File: config.mk
export PLATFORM = sky130hd
export DESIGN_NAME = prime_bank_ctrl
export DESIGN_NICKNAME = d
export VERILOG_FILES = /design/src/rtl/pbc_pkg.sv /design/src/rtl/pbc_modfold.sv /design/src/rtl/pbc_bank.sv /design/src/rtl/prime_bank_ctrl.sv
export SDC_FILE = /design/constraint.sdc
export NUM_CORES = 1
export LEC_CHECK = 0
export BUFFER_PORTS_ARGS = -buffer_cell sky130_fd_sc_hd__buf_2
export CORE_ASPECT_RATIO = 2
export CORE_MARGIN = 5
export CORE_UTILIZATION = 60
export DETAILED_ROUTE_END_ITERATION = 6
export PLACE_DENSITY = 0.77
export SETUP_SLACK_MARGIN = 0.5
export SLEW_MARGIN = 20
export SYNTH_ARGS = -nofsm -noshare
export SYNTH_HDL_FRONTEND = slang
export SYNTH_SLANG_ARGS = --single-unit
File: constraint.sdc
create_clock -name clk -period 8.8 [get_ports clk]
set_clock_uncertainty 0.2 [all_clocks]
set_input_delay 1.32 -clock clk [delete_from_list [all_inputs] [get_ports clk]]
set_output_delay 1.32 -clock clk [all_outputs]
set_load 0.01 [all_outputs]
File: src/rtl/pbc_pkg.sv
package pbc_pkg;
    typedef enum logic {
        B_IDLE = 1'b0,
        B_BUSY = 1'b1
    } bank_st_e;
endpackage

File: src/rtl/pbc_modfold.sv
// Remainder modulo 2^K-1 by digit summation and end-around folding.
module pbc_modfold #(
    parameter int ADDR_W = 5,
    parameter int K      = 2
) (
    input  logic [ADDR_W-1:0] addr_i,
    output logic [K-1:0]      rem_o
);
    localparam int ND    = (ADDR_W + K - 1) / K;
    localparam int SUM_W = K + $clog2(ND + 1) + 1;
    localparam logic [SUM_W-1:0] MOD_M = SUM_W'((1 << K) - 1);

    logic [ND*K-1:0]  pad;
    logic [SUM_W-1:0] acc;

    always_comb begin
        pad = '0;
        pad[ADDR_W-1:0] = addr_i;
        acc = '0;
        for (int i = 0; i < ND; i++) begin
            acc = acc + SUM_W'(pad[i*K +: K]);
        end
        for (int j = 0; j < SUM_W; j++) begin
            acc = (acc & MOD_M) + (acc >> K);
        end
        rem_o = (acc == MOD_M) ? '0 : acc[K-1:0];
    end
endmodule

File: src/rtl/pbc_bank.sv
// One bank: idle/busy state machine with countdown, plus its word storage.
module pbc_bank
    import pbc_pkg::*;
#(
    parameter int DATA_W  = 16,
    parameter int DEPTH_W = 3,
    parameter int ACC_CYC = 6
) (
    input  logic               clk,
    input  logic               rst_n,
    input  logic               acc_i,
    input  logic               wr_i,
    input  logic [DEPTH_W-1:0] off_i,
    input  logic [DATA_W-1:0]  wdata_i,
    output logic               idle_o,
    output logic [DATA_W-1:0]  rdata_o
);
    localparam int DEPTH = 1 << DEPTH_W;
    localparam int CNT_W = $clog2(ACC_CYC + 1);
    localparam logic [CNT_W-1:0] RELOAD = CNT_W'(ACC_CYC - 1);

    bank_st_e           st, st_nx;
    logic [CNT_W-1:0]   cnt, cnt_nx;
    logic [DATA_W-1:0]  mem [DEPTH];
    logic [DATA_W-1:0]  rd_q;

    always_ff @(posedge clk or negedge rst_n) begin
        if (!rst_n) begin
            st  <= B_IDLE;
            cnt <= '0;
        end else begin
            st  <= st_nx;
            cnt <= cnt_nx;
        end
    end

    always_comb begin
        st_nx  = st;
        cnt_nx = cnt;
        unique case (st)
            B_IDLE: begin
                if (acc_i && (ACC_CYC > 1)) begin
                    st_nx  = B_BUSY;
                    cnt_nx = RELOAD;
                end
            end
            B_BUSY: begin
                if (cnt <= CNT_W'(1)) begin
                    st_nx  = B_IDLE;
                    cnt_nx = '0;
                end else begin
                    cnt_nx = cnt - CNT_W'(1);
                end
            end
        endcase
    end

    always_comb begin
        idle_o  = (st == B_IDLE);
        rdata_o = rd_q;
    end

    always_ff @(posedge clk) begin
        if (acc_i) begin
            if (wr_i) begin
                mem[off_i] <= wdata_i;
                rd_q       <= wdata_i;
            end else begin
                rd_q <= mem[off_i];
            end
        end
    end


    busy_hold_chk: assert property (@(posedge clk) disable iff (!rst_n)
        (acc_i && (ACC_CYC > 1)) |=> !idle_o);


    acc_idle_chk: assert property (@(posedge clk) disable iff (!rst_n)
        acc_i |-> idle_o);


    cnt_range_chk: assert property (@(posedge clk) disable iff (!rst_n)
        cnt <= RELOAD);
endmodule

File: src/rtl/prime_bank_ctrl.sv
module prime_bank_ctrl #(
    parameter int ADDR_W   = 5,
    parameter int DATA_W   = 16,
    parameter int BANK_K   = 2,
    parameter int DEPTH_W  = 3,
    parameter int ADDR_CYC = 1,
    parameter int ACC_CYC  = 6,
    parameter int RET_CYC  = 1
) (
    input  logic              clk,
    input  logic              rst_n,
    input  logic              req_valid,
    output logic              req_ready,
    input  logic              req_write,
    input  logic [ADDR_W-1:0] req_addr,
    input  logic [DATA_W-1:0] req_wdata,
    output logic              rsp_valid,
    output logic              rsp_write,
    output logic [ADDR_W-1:0] rsp_addr,
    output logic [DATA_W-1:0] rsp_rdata
);
    localparam int NB  = (1 << BANK_K) - 1;
    localparam int LAT = ADDR_CYC + ACC_CYC + RET_CYC;

    logic [BANK_K-1:0] sel;
    logic              accept;
    logic [NB-1:0]     idle;
    logic [DATA_W-1:0] brd [NB];

    logic              pv [LAT];
    logic              pw [LAT];
    logic [ADDR_W-1:0] pa [LAT];
    logic [BANK_K-1:0] pb [LAT];
    logic [DATA_W-1:0] pd [LAT];

    pbc_modfold #(.ADDR_W(ADDR_W), .K(BANK_K)) u_fold (
        .addr_i (req_addr),
        .rem_o  (sel)
    );

    assign req_ready = idle[sel];
    assign accept    = req_valid && req_ready;

    for (genvar g = 0; g < NB; g++) begin : g_bank
        pbc_bank #(
            .DATA_W  (DATA_W),
            .DEPTH_W (DEPTH_W),
            .ACC_CYC (ACC_CYC)
        ) u_bank (
            .clk     (clk),
            .rst_n   (rst_n),
            .acc_i   (accept && (sel == BANK_K'(g))),
            .wr_i    (req_write),
            .off_i   (req_addr[DEPTH_W-1:0]),
            .wdata_i (req_wdata),
            .idle_o  (idle[g]),
            .rdata_o (brd[g])
        );
    end

    always_ff @(posedge clk or negedge rst_n) begin
        if (!rst_n) begin
            for (int i = 0; i < LAT; i++) begin
                pv[i] <= 1'b0;
                pw[i] <= 1'b0;
                pa[i] <= '0;
                pb[i] <= '0;
                pd[i] <= '0;
            end
        end else begin
            pv[0] <= accept;
            pw[0] <= req_write;
            pa[0] <= req_addr;
            pb[0] <= sel;
            pd[0] <= '0;
            for (int i = 1; i < LAT; i++) begin
                pv[i] <= pv[i-1];
                pw[i] <= pw[i-1];
                pa[i] <= pa[i-1];
                pb[i] <= pb[i-1];
                pd[i] <= (i == 1) ? brd[pb[0]] : pd[i-1];
            end
        end
    end

    always_comb begin
        rsp_valid = pv[LAT-1];
        rsp_write = pw[LAT-1];
        rsp_addr  = pa[LAT-1];
        rsp_rdata = pd[LAT-1];
    end


    mod_ok_chk: assert property (@(posedge clk) disable iff (!rst_n)
        req_valid |-> (int'(sel) == (int'(req_addr) % NB)));


    rsp_tag_chk: assert property (@(posedge clk) disable iff (!rst_n)
        rsp_valid |-> (int'(pb[LAT-1]) == (int'(rsp_addr) % NB)));
endmodule

==> results of run 1 <==
-- cells by family (layout without fill, tap and decap cells) --
| logic type | after synthesis | count (layout) | share of synthesized area |
|---|---|---|---|
| muxes | 150 | 150 | 0.0979 |
| buffers and inverters | 97 | 198 | 0.0232 |
| and+or+nand+nor | 156 | 156 | 0.0309 |
| adders and majority gates | 19 | 19 | 0.0113 |
| xor gates and xnor gates | 1 | 1 | 0.000393 |
| AOI/OAI and AO/OA | 164 | 164 | 0.0499 |
| DFF | 614 | 614 | 0.786 |
-- flip-flops by register name, indices dropped and copies added, names as in the netlist, 5 cells and up --
signal	cells
g_bank.u_bank.mem	384
rsp_addr	5
g_bank.u_bank.cnt	9
pa	35
pw	7
pv	7
pd	96
g_bank.u_bank.rdata_o	48
rsp_rdata	16
-- worst paths after layout --
kind,from,to,slack (ns),cells past startpoint
max,req_addr[2],req_ready,1.44,21
min,pd[38],pd[22],0.14,0
max reg2reg,g_bank[1].u_bank.st,g_bank[0].u_bank.mem[0][4],6.16,6
min reg2reg,pd[38],pd[22],0.14,0
max in group asynchronous,rst_n,pd[42],6.58,2
min in group asynchronous,rst_n,pa[7],0.59,1
-- area by class of cell --
| type | instances | area share |
|---|---|---|
| Multi-Input combinational cell | 490 | 0.172 |
| Inverter | 19 | 0.00288 |
| Timing Repair Buffer | 88 | 0.0236 |
| Tap cell | 459 | 0.0232 |
| Sequential cell | 614 | 0.709 |
| Clock buffer | 54 | 0.0508 |
| Clock inverter | 37 | 0.0189 |
-- stage by stage --
| stage | area [um2] | setup slack, ns | utilization |
|---|---|---|---|
| 2_1_floorplan | 22300 | 1.17 | - |
| 3_3_place_gp | 23000 | 1.53 | 0.621 |
| 3_5_place_dp | 23000 | 1.45 | 0.621 |
| 4_1_cts | 24700 | 1.42 | 0.668 |
| 5_1_grt | 24700 | 1.21 | 0.668 |
| 6_report | 24700 | 1.44 | 0.668 |
-- power by group through the flow --
| stage | Combinational, W | Clock (W) | Sequential [W] |
|---|---|---|---|
| global placement | 0.000685 | 0 | 0.00372 |
| global route | 0.000773 | 0.00248 | 0.00371 |
| CTS | 0.000716 | 0.00235 | 0.00368 |
| detailed placement | 0.000708 | 0 | 0.00374 |
| floorplan | 0.000513 | 0 | 0.00366 |
| finish | 0.000713 | 0.00232 | 0.00368 |
-- per-layer routing --
layer  part of all wire  GRT usage  vias to the layer above
li1                   -          -                     4715
met1               0.34      0.264                     5615
met2               0.54      0.422                      480
met3              0.054     0.0316                      159
met4              0.068      0.140                        0
met5                  0          0                        -
-- Yosys cell counts, drive strengths merged, types with 9 or more instances --
library cell,count
a221oi,22
a31oi,12
clkbuf,17
mux2i,50
a21oi,34
o21ai,35
nand3,10
o22a,9
nor2,66
mux4,49
a22oi,16
edfxtp,432
inv,19
nand2,50
buf,61
ha,17
mux2,51
nor2b,9
dfrtp,182
-- worst reg2reg max path, cell delays in order (launching register included) --
cell,delay [ns]
dfrtp_1,0.43
inv_1,0.14
a22o_2,0.19
or2_1,0.23
nand4_4,0.28
nor2_1,0.54
buf_4,0.33
==> run_results.csv, run 1 <==
group,metric,value,unit
status,outcome,"finished clean",
pwr,p_leak,8.93,nW
logic_synthesis,avgSynthCellArea,18.6,um2
clocking,holdBufCountCts,0,
finish,syn2layout_area_growth,10.9,%
pwr,ir_worst_vdd,0.000164,V
setup_path,path_cells,"buf_4, ha_1, inv_1, fa_1, inv_1, ha_1, xnor2_1, ha_1, fa_1, ha_1, ha_1, ha_1, ha_1, ha_1, ha_1, ha_1, ha_1, and2b_1, a22o_2, or2_1, buf_2",
clocking,cts.sinks,614,
clocking,worstSkewPairLatency,0.59,ns
sta,worst_slew_pin_slew,1.15,ns
clocking,cts-root-buf,"clkbuf_16",
finish,fin_cells,1761,
logic_synthesis,synth-edff-count,432,
sta,whs,0.145,ns
logic_synthesis,yosys.area.top_type,"edfxtp_1",
setup_path,crit_buf_inv,4,
setup_path,crit_type,"primary input to output port",
logic_synthesis,synth_nets,1245,
clocking,cts_made_buffers,49,
setup_path,endpoint_kind,"output port",
pwr,p_seq_frac,0.548,
grt,grt-ovfl-total,0,
finish,regArea,17500,um2
die,core_area,37000,um2
sta,post-route-period-util,0.836,
route,ant_nets,0,
grt,grt_use_total,0.234,
sta,maxSlewHeadroom,0.228,
logic_synthesis,synthFlopType,"edfxtp_1",
route,avgRoutedWirePerCell,26.8,um
setup_path,slowest_stage,"fa_1",
pwr,p_switching,0.00162,W
logic_synthesis,synthesis.area,22300,um2
pwr,p_int,0.00509,W
pwr,power_density,271,nW/um2
sta,finalSetupViolations,0,
finish,final_nets,1306,
run,max_cap_viol_count,0,
pwr,p_clk_frac,0.345,
route,drt_iter0_drc,1072,
route,vias_per_cell,6.23,
logic_synthesis,ys_seq_area_frac,0.786,
setup_path,worstPathRequired,7.28,ns
setup_path,critPathLaunchType,"primary input",
logic_synthesis,ys_types,55,
setup_path,cp_data_arrival_time,5.84,ns
finish,multi_input_area,4250,um2
place,hpwl,28900,um
clocking,cts_setup_buffers,0,
setup_path,cp_max_fo,6,
clocking,cts_max_path_buffers,3,
grt,grt_pass1_wl,71800,um
place,dp.cells,1670,
finish,mostFrequentLayoutCells,"432 x edfxtp_1, 182 x dfrtp_1, 66 x nor2_1",
die,die_area,41300,um2
die,io_pins,49,
grt,antenna_found_initial,0,
finish,final_common_cell,"edfxtp_1",
sta,slew_viol_final,0,
route,totalWireLength,47200,um
clocking,cts_htree_levels,2,
grt,grt_start_max_net_pins,126,
place,place.port_buffers,48,
min_path,min_path_type,"flop to flop",
pwr,swShare,0.241,
die,die_w,146,um
sta,hold_viol_final,0,
die,die_height,283,um
logic_synthesis,synthTopCellsByArea,"edfxtp_1 58%, dfrtp_1 20%, mux4_2 5.0%",
route,drc,0,
route,vias,10969,
clocking,clkTransAtPathRegs,0.07,ns
finish,diodes,0,
logic_synthesis,syn_inst,1201,
clocking,cts-resized-gates,0,
pwr,p_total,0.00671,W
place,gp_congestion,0.950,
finish,nFillCells,2362,
sta,setup-tns-final,0,ns
die,rows,100,
sta,fmax,0.136,GHz
finish,drive_above_1_share,0.210,
die,start_util,0.602,
logic_synthesis,async_flop_share,0.296,
setup_path,cp_top_family,"adder cells",
logic_synthesis,yosys_warnings,0,
route,firstDrtPassIters,5,
clocking,cts_tree,"built",
logic_synthesis,ys_seq_elements,614,
sta,rsz0062_at_grt,"false",
sta,fin_crit,7.36,ns
logic_synthesis,synth_top_area_share,0.582,
pwr,pwr-share-comb,0.106,
setup_path,crit_path_frequent_cell,"ha_1",
setup_path,cpPeakStageDelay,0.50,ns
grt,first_global_vias,11661,
Power figures use the tool's default switching activity.
==> inputs of run 2 (changes only) <==
--- a/config.mk
+++ b/config.mk
@@ -8,9 +8,9 @@
 export BUFFER_PORTS_ARGS = -buffer_cell sky130_fd_sc_hd__buf_2
 export CORE_ASPECT_RATIO = 2
 export CORE_MARGIN = 5
-export CORE_UTILIZATION = 60
+export CORE_UTILIZATION = 56
 export DETAILED_ROUTE_END_ITERATION = 6
-export PLACE_DENSITY = 0.77
+export PLACE_DENSITY = 0.75
 export SETUP_SLACK_MARGIN = 0.5
 export SLEW_MARGIN = 20
 export SYNTH_ARGS = -nofsm -noshare
==> constraint.sdc (replaced) <==
create_clock -name clk -period 6.3 [get_ports clk]
set_clock_uncertainty 0.2 [all_clocks]
set_input_delay 0.945 -clock clk [delete_from_list [all_inputs] [get_ports clk]]
set_output_delay 0.945 -clock clk [all_outputs]
set_load 0.01 [all_outputs]
==> run 2 against run 1 <==
Net effect:
- total power grew 39%
- via count increased by 0.27%
- design area is 1.2% higher
- clock-buffer cell count is 13 higher
- critical path type unchanged
==> run_results.csv, run 2 (synthesis gave the netlist of run 1 again) <==
group,metric,value,unit
status,outcome,"finished clean",
setup_path,worstPathRequired,5.15,ns
sta,rsz0062_at_grt,"true",
sta,worst_slew_pin_slew,0.971,ns
die,die_w,151,um
route,vias,10999,
sta,finalSetupViolations,0,
die,start_util,0.565,
finish,final_nets,1311,
finish,drive_above_1_share,0.242,
finish,diodes,0,
finish,nFillCells,2661,
route,firstDrtPassIters,7,
sta,setup-tns-final,0,ns
clocking,cts.sinks,614,
sta,slew_viol_final,0,
grt,first_global_vias,11565,
setup_path,cp_data_arrival_time,4.74,ns
grt,grt_use_total,0.225,
min_path,hp-start,"pd[27]",
route,drc,0,
grt,antenna_found_initial,1,
run,max_cap_viol_count,0,
route,drt_iter0_drc,1020,
route,totalWireLength,48200,um
die,rows,103,
sta,fmax,0.170,GHz
finish,syn2layout_area_growth,12.3,%
route,avgRoutedWirePerCell,26.3,um
clocking,clkTransAtPathRegs,0.07,ns
sta,fin_crit,5.88,ns
grt,grt_start_max_net_pins,98,
route,ant_nets,0,
clocking,cts-root-buf,"clkbuf_16",
clocking,holdBufCountCts,0,
finish,largest_register_ffs,384,
pwr,p_leak,8.89,nW
setup_path,crit_type,"primary input to output port",
finish,regMostFlops,"g_bank.u_bank.mem",
clocking,cts_made_buffers,50,
setup_path,cp_max_fo,6,
grt,grt_pass1_wl,72500,um
sta,post-route-period-util,0.934,
die,die_height,292,um
finish,final_common_cell,"edfxtp_1",
sta,hold_viol_final,0,
setup_path,crit_start,"req_addr[0]",
sta,whs,0.145,ns
setup_path,endpoint_kind,"output port",
die,core_area,39400,um2
place,gp_congestion,0.841,
grt,grt-ovfl-total,0,
min_path,min_path_type,"flop to flop",
setup_path,critPathLaunchType,"primary input",
clocking,worstSkewPairLatency,0.60,ns
place,place.port_buffers,48,
place,hpwl,28400,um
clocking,cts_max_path_buffers,3,
sta,maxSlewHeadroom,0.352,
die,die_area,44100,um2
clocking,cts_tree,"built",
die,io_pins,49,
clocking,cts_htree_levels,2,
finish,mostFrequentLayoutCells,"432 x edfxtp_1, 182 x dfrtp_1",
route,vias_per_cell,6.00,
setup_path,regToRegStartpoint,"g_bank[0].u_bank.st",
pwr,power_density,373,nW/um2
pwr,ir_worst_vdd,0.000288,V
-- run 2: layout make-up --
class / count / area, um2 / area share
Multi-Input combinational cell: 490 / 4550 / 0.182
Clock inverter: 26 / 195 / 0.00780
Inverter: 19 / 73.8 / 0.00295
Clock buffer: 67 / 1370 / 0.0546
Timing Repair Buffer: 92 / 656 / 0.0262
Sequential cell: 614 / 17500 / 0.700
Tap cell: 525 / 657 / 0.0262
-- run 2: metrics by stage --
stage / cell area [um2] / instances / util / power, W / setup slack [ns]
after floorplan: 22600 / 1201 / - / 0.00589 / 0.252
after global placement: 23300 / 1732 / 0.592 / 0.00625 / 0.222
after detailed placement: 23300 / 1732 / 0.592 / 0.00632 / 0.0826
after CTS: 25000 / 1830 / 0.634 / 0.00937 / 0.316
after global routing: 25000 / 1833 / 0.635 / 0.00969 / 0.362
final: 25000 / 1833 / 0.635 / 0.00933 / 0.415
-- run 2: path summary, 6_finish.rpt --
check,endpoint,depth (start not counted),slack (ns)
worst max-delay path,req_ready,21,0.42
worst min-delay path,rsp_rdata[11],0,0.15
worst max register to register,g_bank[2].u_bank.rdata_o[14],6,3.67
worst min register to register,rsp_rdata[11],0,0.15
max in group asynchronous,pd[69],2,4.50
min in group asynchronous,g_bank[1].u_bank.cnt[1],1,0.25
-- run 2: where the power goes --
group / total, W / switching, W / internal [W]
sequential: 0.00514 / 0.000219 / 0.00492
clock: 0.00299 / 0.00140 / 0.00158
combinational: 0.00120 / 0.000730 / 0.000473
-- run 2: what timing repair did --
item                                    CTS  global route
endpoints found under the setup margin    1             1
buffers inserted                          5             3
pin swaps                                15            16
resized for setup                        12             3
-- run 2: critical path, stage by stage --
cell,delay [ns]
buf_8,0.08
ha_4,0.12
inv_2,0.04
fa_1,0.57
inv_2,0.05
ha_4,0.16
xnor2_2,0.12
ha_2,0.18
fa_2,0.35
ha_4,0.17
ha_4,0.16
ha_4,0.16
ha_4,0.16
ha_4,0.15
ha_4,0.15
ha_4,0.16
ha_4,0.23
and2b_1,0.19
a22o_4,0.22
or2_4,0.25
buf_6,0.13
-- run 2: routing by layer --
layer / share of wire / global-route usage
met1: 0.34 / 0.267
met2: 0.56 / 0.407
met3: 0.054 / 0.0266
met5: 0.00037 / 0
met4: 0.047 / 0.0994
